`src/rtl/txcg_pkg.sv`:
```
// Package: shared default widths for the transmit credit gate.
// Assumes: the data pool is wide enough to hold the largest packet need.
package txcg_pkg;
    localparam int HDR_W_DEF  = 8;   // header credit field width
    localparam int DATA_W_DEF = 12;  // data credit field width
    localparam int LEN_W_DEF  = 10;  // payload length field width
endpackage

```
`src/rtl/txcg_demand.sv`:
```
// Module: turns a packet's length field into its data credit need.
// Assumes: OUT_W > LEN_W, so that 2**LEN_W fits in the output.
module txcg_demand #(
    parameter int LEN_W = txcg_pkg::LEN_W_DEF,
    parameter int OUT_W = txcg_pkg::DATA_W_DEF
) (
    input  logic [LEN_W-1:0] len,
    input  logic             has_data,
    output logic [OUT_W-1:0] need
);
    localparam logic [OUT_W-1:0] FULL_LEN = OUT_W'(1) << LEN_W;

    // Purpose: a zero length means the full field range; no payload means no need.
    always_comb begin
        if (!has_data)
            need = '0;
        else if (len == '0)
            need = FULL_LEN;
        else
            need = OUT_W'(len);
    end
endmodule

```
`src/rtl/txcg_pool.sv`:
```
// Module: one credit pool. It loads on init, is charged on a grant, and is
// refilled on a return. The count saturates at all ones.
// Assumes: `take` is only high when `enough` is high.
module txcg_pool #(
    parameter int W = 8
) (
    input  logic         clk,
    input  logic         rst_n,
    input  logic         init_valid,
    input  logic [W-1:0] init_val,
    input  logic         take,
    input  logic [W-1:0] need,
    input  logic         ret_valid,
    input  logic [W-1:0] ret_amt,
    output logic [W-1:0] avail,
    output logic         unlimited,
    output logic         enough,
    output logic         ovf
);
    logic [W:0]   sum;
    logic         over;
    logic [W-1:0] next_cnt;

    // Purpose: this cycle's sufficiency test for the pending packet.
    assign enough = unlimited || (avail >= need);

    // Purpose: the net count after the charge and the refill, with saturation.
    always_comb begin
        sum      = {1'b0, avail} - {1'b0, (take ? need : W'(0))}
                                 + {1'b0, (ret_valid ? ret_amt : W'(0))};
        over     = sum[W];
        next_cnt = over ? {W{1'b1}} : sum[W-1:0];
    end

    // Purpose: register the count, the unlimited flag and the overflow pulse.
    always_ff @(posedge clk) begin
        if (!rst_n) begin
            avail     <= '0;
            unlimited <= 1'b0;
            ovf       <= 1'b0;
        end else if (init_valid) begin
            avail     <= init_val;
            unlimited <= &init_val;
            ovf       <= 1'b0;
        end else begin
            ovf <= 1'b0;
            if (!unlimited) begin
                avail <= next_cnt;
                ovf   <= over;
            end
        end
    end
endmodule

```
`src/rtl/tx_credit_gate.sv`:
```
// Module: transmit flow gate for one traffic class, with a header pool and a
// data pool. Grants a waiting packet in the same cycle once both pools cover it.
// Assumes: the requester holds req_valid and its fields until grant.
module tx_credit_gate #(
    parameter int HDR_W  = txcg_pkg::HDR_W_DEF,
    parameter int DATA_W = txcg_pkg::DATA_W_DEF,
    parameter int LEN_W  = txcg_pkg::LEN_W_DEF
) (
    input  logic              clk,
    input  logic              rst_n,
    input  logic              init_valid,
    input  logic [HDR_W-1:0]  init_hdr,
    input  logic [DATA_W-1:0] init_data,
    input  logic              upd_valid,
    input  logic [HDR_W-1:0]  upd_hdr,
    input  logic [DATA_W-1:0] upd_data,
    input  logic              req_valid,
    input  logic              req_has_data,
    input  logic [LEN_W-1:0]  req_len,
    output logic              grant,
    output logic              ovf_err
);
    localparam logic [HDR_W-1:0] ONE_HDR = HDR_W'(1);

    logic              link_q;
    logic [DATA_W-1:0] data_need;
    logic [HDR_W-1:0]  hdr_avail;
    logic [DATA_W-1:0] data_avail;
    logic              hdr_inf, data_inf, hdr_ok, data_ok, hdr_ovf, data_ovf;

    // Purpose: the gate opens on the first init message and stays open.
    always_ff @(posedge clk) begin
        if (!rst_n)
            link_q <= 1'b0;
        else if (init_valid)
            link_q <= 1'b1;
    end

    txcg_demand #(.LEN_W(LEN_W), .OUT_W(DATA_W)) demand_i (
        .len(req_len), .has_data(req_has_data), .need(data_need)
    );

    txcg_pool #(.W(HDR_W)) hdr_pool_i (
        .clk(clk), .rst_n(rst_n), .init_valid(init_valid), .init_val(init_hdr),
        .take(grant), .need(ONE_HDR), .ret_valid(upd_valid), .ret_amt(upd_hdr),
        .avail(hdr_avail), .unlimited(hdr_inf), .enough(hdr_ok), .ovf(hdr_ovf)
    );

    txcg_pool #(.W(DATA_W)) data_pool_i (
        .clk(clk), .rst_n(rst_n), .init_valid(init_valid), .init_val(init_data),
        .take(grant), .need(data_need), .ret_valid(upd_valid), .ret_amt(upd_data),
        .avail(data_avail), .unlimited(data_inf), .enough(data_ok), .ovf(data_ovf)
    );

    // Purpose: grant the packet only when the link is up, no init is in progress, and both pools cover it.
    assign grant   = req_valid && link_q && !init_valid && hdr_ok && data_ok;
    assign ovf_err = hdr_ovf || data_ovf;
endmodule

```
`config.mk`:
```
export PLATFORM = sky130hd
export DESIGN_NAME = tx_credit_gate
export DESIGN_NICKNAME = d
export VERILOG_FILES = /design/src/rtl/txcg_pkg.sv /design/src/rtl/txcg_demand.sv /design/src/rtl/txcg_pool.sv /design/src/rtl/tx_credit_gate.sv
export SDC_FILE = /design/constraint.sdc
export NUM_CORES = 1
export LEC_CHECK = 0
export ABC_AREA = 1
export ABC_CLOCK_PERIOD_IN_PS = 6000
export BUFFER_PORTS_ARGS = -buffer_cell sky130_fd_sc_hd__buf_2
export CORE_MARGIN = 5
export CORE_UTILIZATION = 60
export DETAILED_ROUTE_END_ITERATION = 10
export PLACE_DENSITY_LB_ADDON = 0.1
export SYNTH_ARGS = -nofsm -noshare
export SYNTH_HDL_FRONTEND = slang
export SYNTH_SLANG_ARGS = --single-unit
```
`constraint.sdc`:
```
create_clock -name clk -period 6 [get_ports clk]
set_input_delay 1.2 -clock clk [delete_from_list [all_inputs] [get_ports clk]]
set_output_delay 1.2 -clock clk [all_outputs]
set_load 0.01 [all_outputs]
```
==> impl_metrics.yaml, run 1 <==
clock_network:
  clk_path_buf_depth: 2
  cts_tree: "built"
  root_buffer: "clkbuf_8"
  cts.sinks: 25
  insertion_delay_ns: 0.28
  clk_pin_slew_worst_paths_ns: 0.10
  post_cts_resize_count: 0
  post_cts_buffers: 0
  hold_buffers: 0
  htreeDepth: 1
  cts_buffers: 3
synth:
  syn_nets: 667
  ys_types: 30
  synth_warnings: 0
  syn_area_um2: 3352
  syn_area_per_cell_um2: 6.007
  postSynthCellCount: 558
  yosys_register_bits: 25
  yosysSeqAreaShare_pct: 14.93
setup_path:
  cp_top_family: "simple AND/OR/NAND/NOR gates"
  r2r_cells: 24
  r2r-end: "data_pool_i.avail[10]"
  crit_path_frequent_cell: "nand2_1"
  cp_max_fo: 13
  path_buf_inv: 4
  cp.required_ns: 6.12
  worstPathCellList: "buf_2 > nor4_1 > nand4_1 > ha_1 > inv_1 > nor2_1 > nand3_1 > inv_1 > nand3_1 > nand4_1 > nand2_1 > nor2_1 > fa_1 > fa_1 > inv_2 > nand3_1 > nand3_2 > nand2_1 > nand3_1 > nand2_1 > nand2_2 > nand2_1 > nand2_1 > a21oi_1"
  slowest_stage: "fa_1"
  path_class: "primary input to flop"
  reg2reg_from: "data_pool_i.avail[5]"
  r2r_setup_slack_ns: 2.09
  start_kind: "primary input"
  cp_data_arrival_time_ns: 5.16
  critical_path.max_stage_delay_ns: 0.49
  end_kind: "flop"
placed_design:
  dpl.cell_count: 675
  place.gp.congestion: 0.8922
  place_ws_ns: 0.6966
  port_buffers: 57
  dpl.hpwl_um: 7290
cells_and_area:
  area_delta_synth_final_pct: 11.01
  layout.nets: 717
  drive_above_1_share_pct: 15.16
  stdcell_count: 679
  fin_util_pct: 67.99
  antenna_cells: 0
sta:
  worstMarginPinSlew_ns: 0.8124
  skew_ns: 0.01342
  rsz0062_at_grt: "false"
  fin_ws_ns: 0.9592
  finalSetupViolCount: 0
  slew_headroom_pct: 45.78
  period_share_pct: 84.01
  max_freq_mhz: 198.4
  period_needed_ns: 5.041
  holdWs_ns: 0.4318
  finalMaxSlewViolations: 0
  hold_violations: 0
  finalSetupTns_ns: 0
global_route:
  grt_pass1_vias: 3245
  track_usage_pct: 24.29
  grt-ovfl-total: 0
  antenna_found_initial: 0
  grt_max_degree: 26
  grt_first_pass_wirelength_um: 14530
die:
  core_area_um2: 5473
  io_pins: 58
  floorplan.die_area_um2: 7182
  fp-row-count: 27
  die_x_um: 84.75
  start_util_pct: 61.25
  die_h_um: 84.75
route:
  ant_nets: 0
  drt_iter0_markers: 166
  dr.pass1.iters: 4
  wl_um: 8530
  drt-vias-per-instance: 5.090
  vias: 3456
  wl_per_cell_um: 12.56
  drc_errors: 0
hold_path:
  whs_endpoint: "hdr_pool_i.ovf"
  hp-class: "flop to flop"
  hp-start: "hdr_pool_i.unlimited"
  hold_depth: 1
pwr:
  p_comb_share_pct: 65.5
  p_clk_share_pct: 11.4
  switching_share_pct: 49.23
  internal_power_uw: 462.7
  ir_drop_v: 0.0001455
  p_per_area_nw_per_um2: 244.9
  seqPwrFrac_pct: 23.0
  p_leak_nw: 2.158
  switching_power_uw: 448.7
flow_run:
  cap_violations: 0
status:
  outcome: "finished, final reports clean"
-- placed cells by master (no fill, tap or decap), drive strengths merged, types with 4 or more instances in the layout --
| cell | instances |
|---|---|
| nor4 | 7 |
| nor2 | 49 |
| xnor2 | 4 |
| buf | 57 |
| a21oi | 35 |
| fa | 12 |
| inv | 132 |
| nand2 | 170 |
| nand4 | 11 |
| nand3 | 29 |
| o21ai | 18 |
| dfxtp | 25 |
| ha | 41 |
-- cell families after synthesis --
| kind of cell | synth area share, % |
|---|---|
| AOI/OAI and AO/OA | 10.04 |
| xor gates and xnor gates | 1.306 |
| adders and majority gates | 22.47 |
| DFF | 14.93 |
| buffers and inverters | 16.42 |
| and+or+nand+nor | 34.83 |
-- layer usage --
layer	global-route usage [%]	vias to the layer above	wire [um]
met4	3.885	0	82
met1	34.99	1531	4064
li1	-	1815	-
met2	39.00	102	3779
met3	3.631	8	605
met5	0	-	0
-- worst register-to-register path, cell delays in order, from the launching register on --
cell and delay (ns):
dfxtp_1 0.36, ha_1 0.32, nand2_1 0.06, inv_1 0.03, o21ai_0 0.14, nand2_1 0.09, a21oi_1 0.14, nand4_1 0.09
nand2_1 0.36, nor2_1 0.09, ha_1 0.29, inv_1 0.07, ha_1 0.20, inv_1 0.07, fa_1 0.41, inv_2 0.10
nand3_1 0.09, nand3_2 0.11, nand2_1 0.08, nand3_1 0.07, nand2_1 0.06, nand2_2 0.27, nand2_1 0.11, nand2_1 0.07
a21oi_1 0.06
-- final cells by class --
| cell class | instances | area, um2 |
|---|---|---|
| Inverter | 132 | 495.5 |
| Timing Repair Buffer | 57 | 285.3 |
| Multi-Input combinational cell | 389 | 2301 |
| Clock inverter | 1 | 7.507 |
| Fill cell | 549 | 1752 |
| Sequential cell | 25 | 500.5 |
| Tap cell | 72 | 90.09 |
| Clock buffer | 3 | 41.29 |
-- flip-flops by register name, indices dropped and copies added (netlist names) --
signal                 cells
hdr_pool_i.avail           8
hdr_pool_i.ovf             1
data_pool_i.unlimited      1
data_pool_i.ovf            1
hdr_pool_i.unlimited       1
link_q                     1
data_pool_i.avail         12
-- cells in the mapped netlist --
cell type | instances | area share (%)
a21oi_1 | 29 | 4.3
a21oi_2 | 6 | 1.6
a31o_2 | 1 | 0.26
a31oi_1 | 1 | 0.19
buf_1 | 3 | 0.34
buf_2 | 2 | 0.30
buf_6 | 1 | 0.34
clkbuf_1 | 6 | 0.67
dfxtp_1 | 25 | 15
fa_1 | 12 | 7.2
ha_1 | 41 | 15
inv_1 | 125 | 14
inv_2 | 7 | 0.78
nand2_1 | 160 | 18
nand2_2 | 10 | 1.9
nand3_1 | 28 | 4.2
nand3_2 | 1 | 0.30
nand3b_1 | 3 | 0.67
nand4_1 | 11 | 2.1
nor2_1 | 47 | 5.3
nor2_2 | 1 | 0.19
nor2_4 | 1 | 0.34
nor4_1 | 6 | 1.1
nor4_2 | 1 | 0.37
o21ai_0 | 18 | 2.7
o21bai_1 | 1 | 0.22
o221ai_1 | 3 | 0.78
or2_2 | 3 | 0.56
xnor2_1 | 4 | 1.0
xor2_1 | 1 | 0.26
-- worst max path at each step --
stage                             from               endpoint  slack (ns)  cells after the start
after floorplan           req_has_data   data_pool_i.avail[3]        1.53                     22
after global placement      req_len[3]   data_pool_i.avail[7]        0.84                     24
after detailed placement    req_len[3]  data_pool_i.avail[10]        0.70                     24
after CTS                   req_len[3]  data_pool_i.avail[10]        0.97                     24
after global routing        req_len[3]  data_pool_i.avail[10]        0.56                     26
final                       req_len[3]  data_pool_i.avail[10]        0.96                     24
-- through the flow --
step           area (um2)  power, mW
3_5_place_dp         3672     0.8052
5_1_grt              3721      1.019
3_3_place_gp         3672     0.7914
2_1_floorplan        3352     0.6748
6_report             3721     0.9114
4_1_cts              3721     0.9089
-- power groups by stage --
stage / Sequential [mW] / Combinational, mW / Clock [mW]
final: 0.210 / 0.597 / 0.104
after CTS: 0.210 / 0.595 / 0.104
after global routing: 0.213 / 0.694 / 0.113
after global placement: 0.214 / 0.578 / 0
after detailed placement: 0.213 / 0.592 / 0
after floorplan: 0.205 / 0.470 / 0
Power figures use the tool's default switching activity.
==> run 2, diff against run 1 <==
ABC_CLOCK_PERIOD_IN_PS = 4500   (was 6000)
CORE_UTILIZATION = 52   (was 60)
clock period = 4.5 ns   (was 6 ns; I/O delays follow)
==> impl_metrics.yaml, run 2 (synthesized netlist as in run 1, its figures left out) <==
status:
  outcome: "finished, final reports clean"
clock_network:
  cts_buffers: 3
  htreeDepth: 1
  clk_path_buf_depth: 2
  hold_buffers: 0
  root_buffer: "clkbuf_8"
  clk_pin_slew_worst_paths_ns: 0.09
  cts_tree: "built"
  cts.sinks: 25
  insertion_delay_ns: 0.27
cells_and_area:
  n_fill_cell: 601
  drive_above_1_share_pct: 26.54
  antenna_cells: 0
  post-route-cell-area_um2: 4283
  reg_top3: "data_pool_i.avail (12), hdr_pool_i.avail (8)"
  area_delta_synth_final_pct: 27.77
  final_cell_mix: "nand2_1, inv_1, buf_2"
  layout_commonest_cell: "nand2_1"
  seq_area_um2: 500.5
  regMostFlops: "data_pool_i.avail"
  layout.nets: 758
  largest_reg_flops: 12
  multi_input_area_um2: 2504
route:
  drt_iter0_markers: 222
  wl_um: 9586
  wl_per_cell_um: 13.22
  dr.pass1.iters: 5
  vias: 3656
  drc_errors: 0
  drt-vias-per-instance: 5.043
  ant_nets: 0
setup_path:
  path_buf_inv: 6
  crit_path_frequent_cell: "nand2_2"
  cp.required_ns: 4.63
  end_kind: "flop"
  cp_data_arrival_time_ns: 4.48
  path_class: "primary input to flop"
  slowest_stage: "fa_1"
  cp_max_fo: 7
  start_kind: "primary input"
  critical_path.max_stage_delay_ns: 0.52
  cp_top_family: "simple AND/OR/NAND/NOR gates"
placed_design:
  dpl.hpwl_um: 7920
  dpl_cell_area_um2: 3991
  port_buffers: 57
  place.gp.congestion: 0.8942
die:
  io_pins: 58
  start_util_pct: 53.09
  core_area_um2: 6314
  fp-row-count: 29
  floorplan.die_area_um2: 8151
  die_h_um: 90.29
  die_x_um: 90.29
sta:
  skew_ns: 0.004737
  finalMaxSlewViolations: 0
  finalSetupViolCount: 0
  max_freq_mhz: 229.6
  hold_violations: 0
  period_share_pct: 96.77
  slew_headroom_pct: 42.90
  worstMarginPinSlew_ns: 0.8555
  holdWs_ns: 0.4229
  period_needed_ns: 4.355
global_route:
  track_usage_pct: 22.95
  grt_max_degree: 25
  grt_pass1_vias: 3541
  grt_first_pass_wirelength_um: 15930
  antenna_found_initial: 0
  grt-ovfl-total: 0
pwr:
  p_per_area_nw_per_um2: 337.8
  p_leak_nw: 2.375
  ir_drop_v: 0.0002053
flow_run:
  cap_violations: 0
hold_path:
  hp-class: "flop to flop"
[run 2: cell types whose count changed in the layout (fill, tap and decap cells not counted), moves of 4 or more]
cell,change
buf_4,+36
nor2_1,-14
nor2_2,+11
ha_1,-8
ha_4,+6
nand2_1,-6
nand2_2,+6
inv_1,-4
inv_2,+4
[run 2: path summary, 6_finish.rpt]
check | from | to | slack (ns) | cells past startpoint
max | req_len[0] | data_pool_i.avail[11] | 0.15 | 28
min | hdr_pool_i.unlimited | hdr_pool_i.ovf | 0.42 | 1
max reg2reg | data_pool_i.avail[5] | data_pool_i.avail[11] | 0.83 | 25
min reg2reg | hdr_pool_i.unlimited | hdr_pool_i.ovf | 0.42 | 1
[run 2: area by class of cell]
class,instances,area share [%]
Inverter,132,11.57
Tap cell,77,2.249
Sequential cell,25,11.69
Clock buffer,3,0.9641
Multi-Input combinational cell,389,58.46
Clock inverter,1,0.1753
Timing Repair Buffer,98,14.90
[run 2: where the power goes]
group	switching (mW)	internal [mW]	leakage (nW)	total, mW
Clock	0.0736	0.0628	0.0217	0.136
Sequential	0.0284	0.252	0.209	0.281
Combinational	0.566	0.463	2.14	1.03
Total	0.668	0.779	2.38	1.45
[run 2: layer usage]
layer	global-route usage, %	vias to the layer above	share of wire (%)	wire (um)
met4	1.365	0	0.40	38
met2	38.11	111	46	4418
met3	3.500	4	6.5	621
met1	32.89	1641	47	4507
li1	-	1900	-	-
met5	0	-	0	0
[run 2: timing repair]
item                                    in CTS  in global routing
cloned                                       0                  1
buffers inserted                             0                  1
endpoints found under the setup margin      11                 21
resized for setup                            1                 49
pin swaps                                    0                  7
[run 2: through the flow]
step | std cells | power, mW | util, % | setup WS (ns) | setup TNS (ns)
final | 725 | 1.447 | 67.84 | 0.1452 | 0
after global routing | 725 | 1.603 | 67.84 | -0.05188 | -0.3428
after CTS | 724 | 1.346 | 64.09 | 0.05336 | 0
after detailed placement | 720 | 1.208 | 63.22 | -0.3449 | -4.855
after global placement | 720 | 1.189 | 63.22 | -0.1705 | -2.013
after floorplan | 558 | 0.8997 | - | 0.3284 | 0
==> run 3, diff against run 2 <==
PLACE_DENSITY_LB_ADDON = 0.25   (was 0.1)
==> impl_metrics.yaml, run 3 (synthesized netlist as in run 1, its figures left out) <==
hold_path:
  hp-class: "flop to flop"
setup_path:
  cp_data_arrival_time_ns: 4.49
  end_kind: "flop"
  cp_max_fo: 7
  path_class: "primary input to flop"
  start_kind: "primary input"
  cp.required_ns: 4.63
  slowest_stage: "fa_1"
  critical_path.max_stage_delay_ns: 0.45
sta:
  worstMarginPinSlew_ns: 0.8298
  hold_violations: 0
  skew_ns: 0.01468
  finalSetupTns_ns: 0
  max_freq_mhz: 229.7
  rsz0062_at_grt: "true"
  finalSetupViolCount: 0
  slew_headroom_pct: 44.62
  period_share_pct: 96.73
  finalMaxSlewViolations: 0
  period_needed_ns: 4.353
route:
  dr.pass1.iters: 5
  vias: 3720
  wl_um: 9586
  drt_iter0_markers: 239
  drt-vias-per-instance: 5.110
  wl_per_cell_um: 13.17
  ant_nets: 0
  drc_errors: 0
pwr:
  p_per_area_nw_per_um2: 336.1
  switching_share_pct: 46.91
  ir_drop_v: 0.0002136
  p_comb_share_pct: 70.6
  p_clk_share_pct: 9.5
  internal_power_uw: 753.1
  seqPwrFrac_pct: 19.9
  p_leak_nw: 2.378
  switching_power_uw: 665.6
clock_network:
  cts_buffers: 3
  cts_tree: "built"
  clk_path_buf_depth: 2
  clk_pin_slew_worst_paths_ns: 0.10
  root_buffer: "clkbuf_8"
  cts.sinks: 25
  htreeDepth: 1
  insertion_delay_ns: 0.27
die:
  core_area_um2: 6314
  floorplan.die_area_um2: 8151
  fp-row-count: 29
  start_util_pct: 53.09
  die_x_um: 90.29
  die_h_um: 90.29
  io_pins: 58
cells_and_area:
  n_fill_cell: 582
  largest_reg_flops: 12
  layout.nets: 761
  area_delta_synth_final_pct: 25.94
  layout_commonest_cell: "nand2_1"
  final_cell_mix: "nand2_1, inv_1, buf_2"
  drive_above_1_share_pct: 25.04
  stdcell_count: 728
  antenna_cells: 0
  regMostFlops: "data_pool_i.avail"
  reg_top3: "data_pool_i.avail (12), hdr_pool_i.avail (8)"
placed_design:
  place.gp.congestion: 0.9143
  dpl.hpwl_um: 7751
  dpl.cell_count: 721
  port_buffers: 57
global_route:
  track_usage_pct: 22.09
  grtUsageMet2_pct: 34.94
  grt_first_pass_wirelength_um: 15320
  antenna_found_initial: 0
  grt_util_met3_pct: 3.333
  grt_pass1_vias: 3447
  grt-ovfl-total: 0
  top_usage_layer: "met2"
  grt_max_degree: 25
  grt_use_met1_pct: 32.44
status:
  outcome: "finished, final reports clean"
flow_run:
  cap_violations: 0
-- run 3: changes by cell type in the layout (fill, tap and decap cells not counted), sizes merged --
cell    before  now
nand2      170  171
buf         97  100
clkbuf       4    3
-- run 3: power by group through the flow --
stage / clock [mW] / combinational [mW] / sequential, mW
2_1_floorplan: 0 / 0.627 / 0.273
3_3_place_gp: 0 / 0.882 / 0.285
3_5_place_dp: 0 / 0.904 / 0.287
4_1_cts: 0.135 / 0.910 / 0.281
5_1_grt: 0.145 / 1.13 / 0.286
6_report: 0.134 / 1.00 / 0.282
-- run 3: metal layers --
layer  vias to the layer above  share of wire [%]
met5                         -                  0
met4                         0                2.1
met3                        17                5.4
met2                       128                 45
met1                      1671                 48
li1                       1904                  -
-- run 3: path summary, 6_finish.rpt --
check	startpoint	cells past startpoint	endpoint	slack, ns
worst max-delay path	req_len[5]	28	data_pool_i.avail[1]	0.15
worst min-delay path	hdr_pool_i.unlimited	1	hdr_pool_i.ovf	0.43
worst max register to register	data_pool_i.avail[5]	24	data_pool_i.avail[1]	1.00
worst min register to register	hdr_pool_i.unlimited	1	hdr_pool_i.ovf	0.43
-- run 3: layout make-up --
cell class | instances | area (um2) | share of cell area [%]
Multi-Input combinational cell | 390 | 2465 | 58.39
Timing Repair Buffer | 100 | 615.6 | 14.58
Sequential cell | 25 | 500.5 | 11.86
Inverter | 132 | 495.5 | 11.74
Tap cell | 77 | 96.34 | 2.282
Clock buffer | 3 | 41.29 | 0.9781
Clock inverter | 1 | 7.507 | 0.1778
-- run 3: repair_timing --
action	CTS	global route
gates cloned	0	1
pin swaps	0	2
resized for setup	1	33
hold buffers	0	0
hold endpoints to repair	0	0
endpoints found under the setup margin	5	21
setup buffers	0	2
-- run 3: stage by stage --
step	area [um2]	hold WS [ns]	utilization, %	setup WS, ns	power (mW)
final	4222	0.4284	66.86	0.1473	1.419
after detailed placement	3986	0.4136	63.14	-0.3026	1.190
after floorplan	3352	0.4001	-	0.3284	0.8997
after global routing	4222	0.4540	66.86	-0.07482	1.564
after CTS	4041	0.4288	64.01	0.04814	1.326
after global placement	3986	0.4127	63.14	-0.2030	1.168
-- run 3: worst max-delay path, delay by kind of cell --
kind / cells / cell delay (ns)
and+or+nand+nor: 16 / 1.65
adders and majority gates: 3 / 0.97
buffers and inverters: 8 / 0.91
AOI/OAI and AO/OA: 1 / 0.05
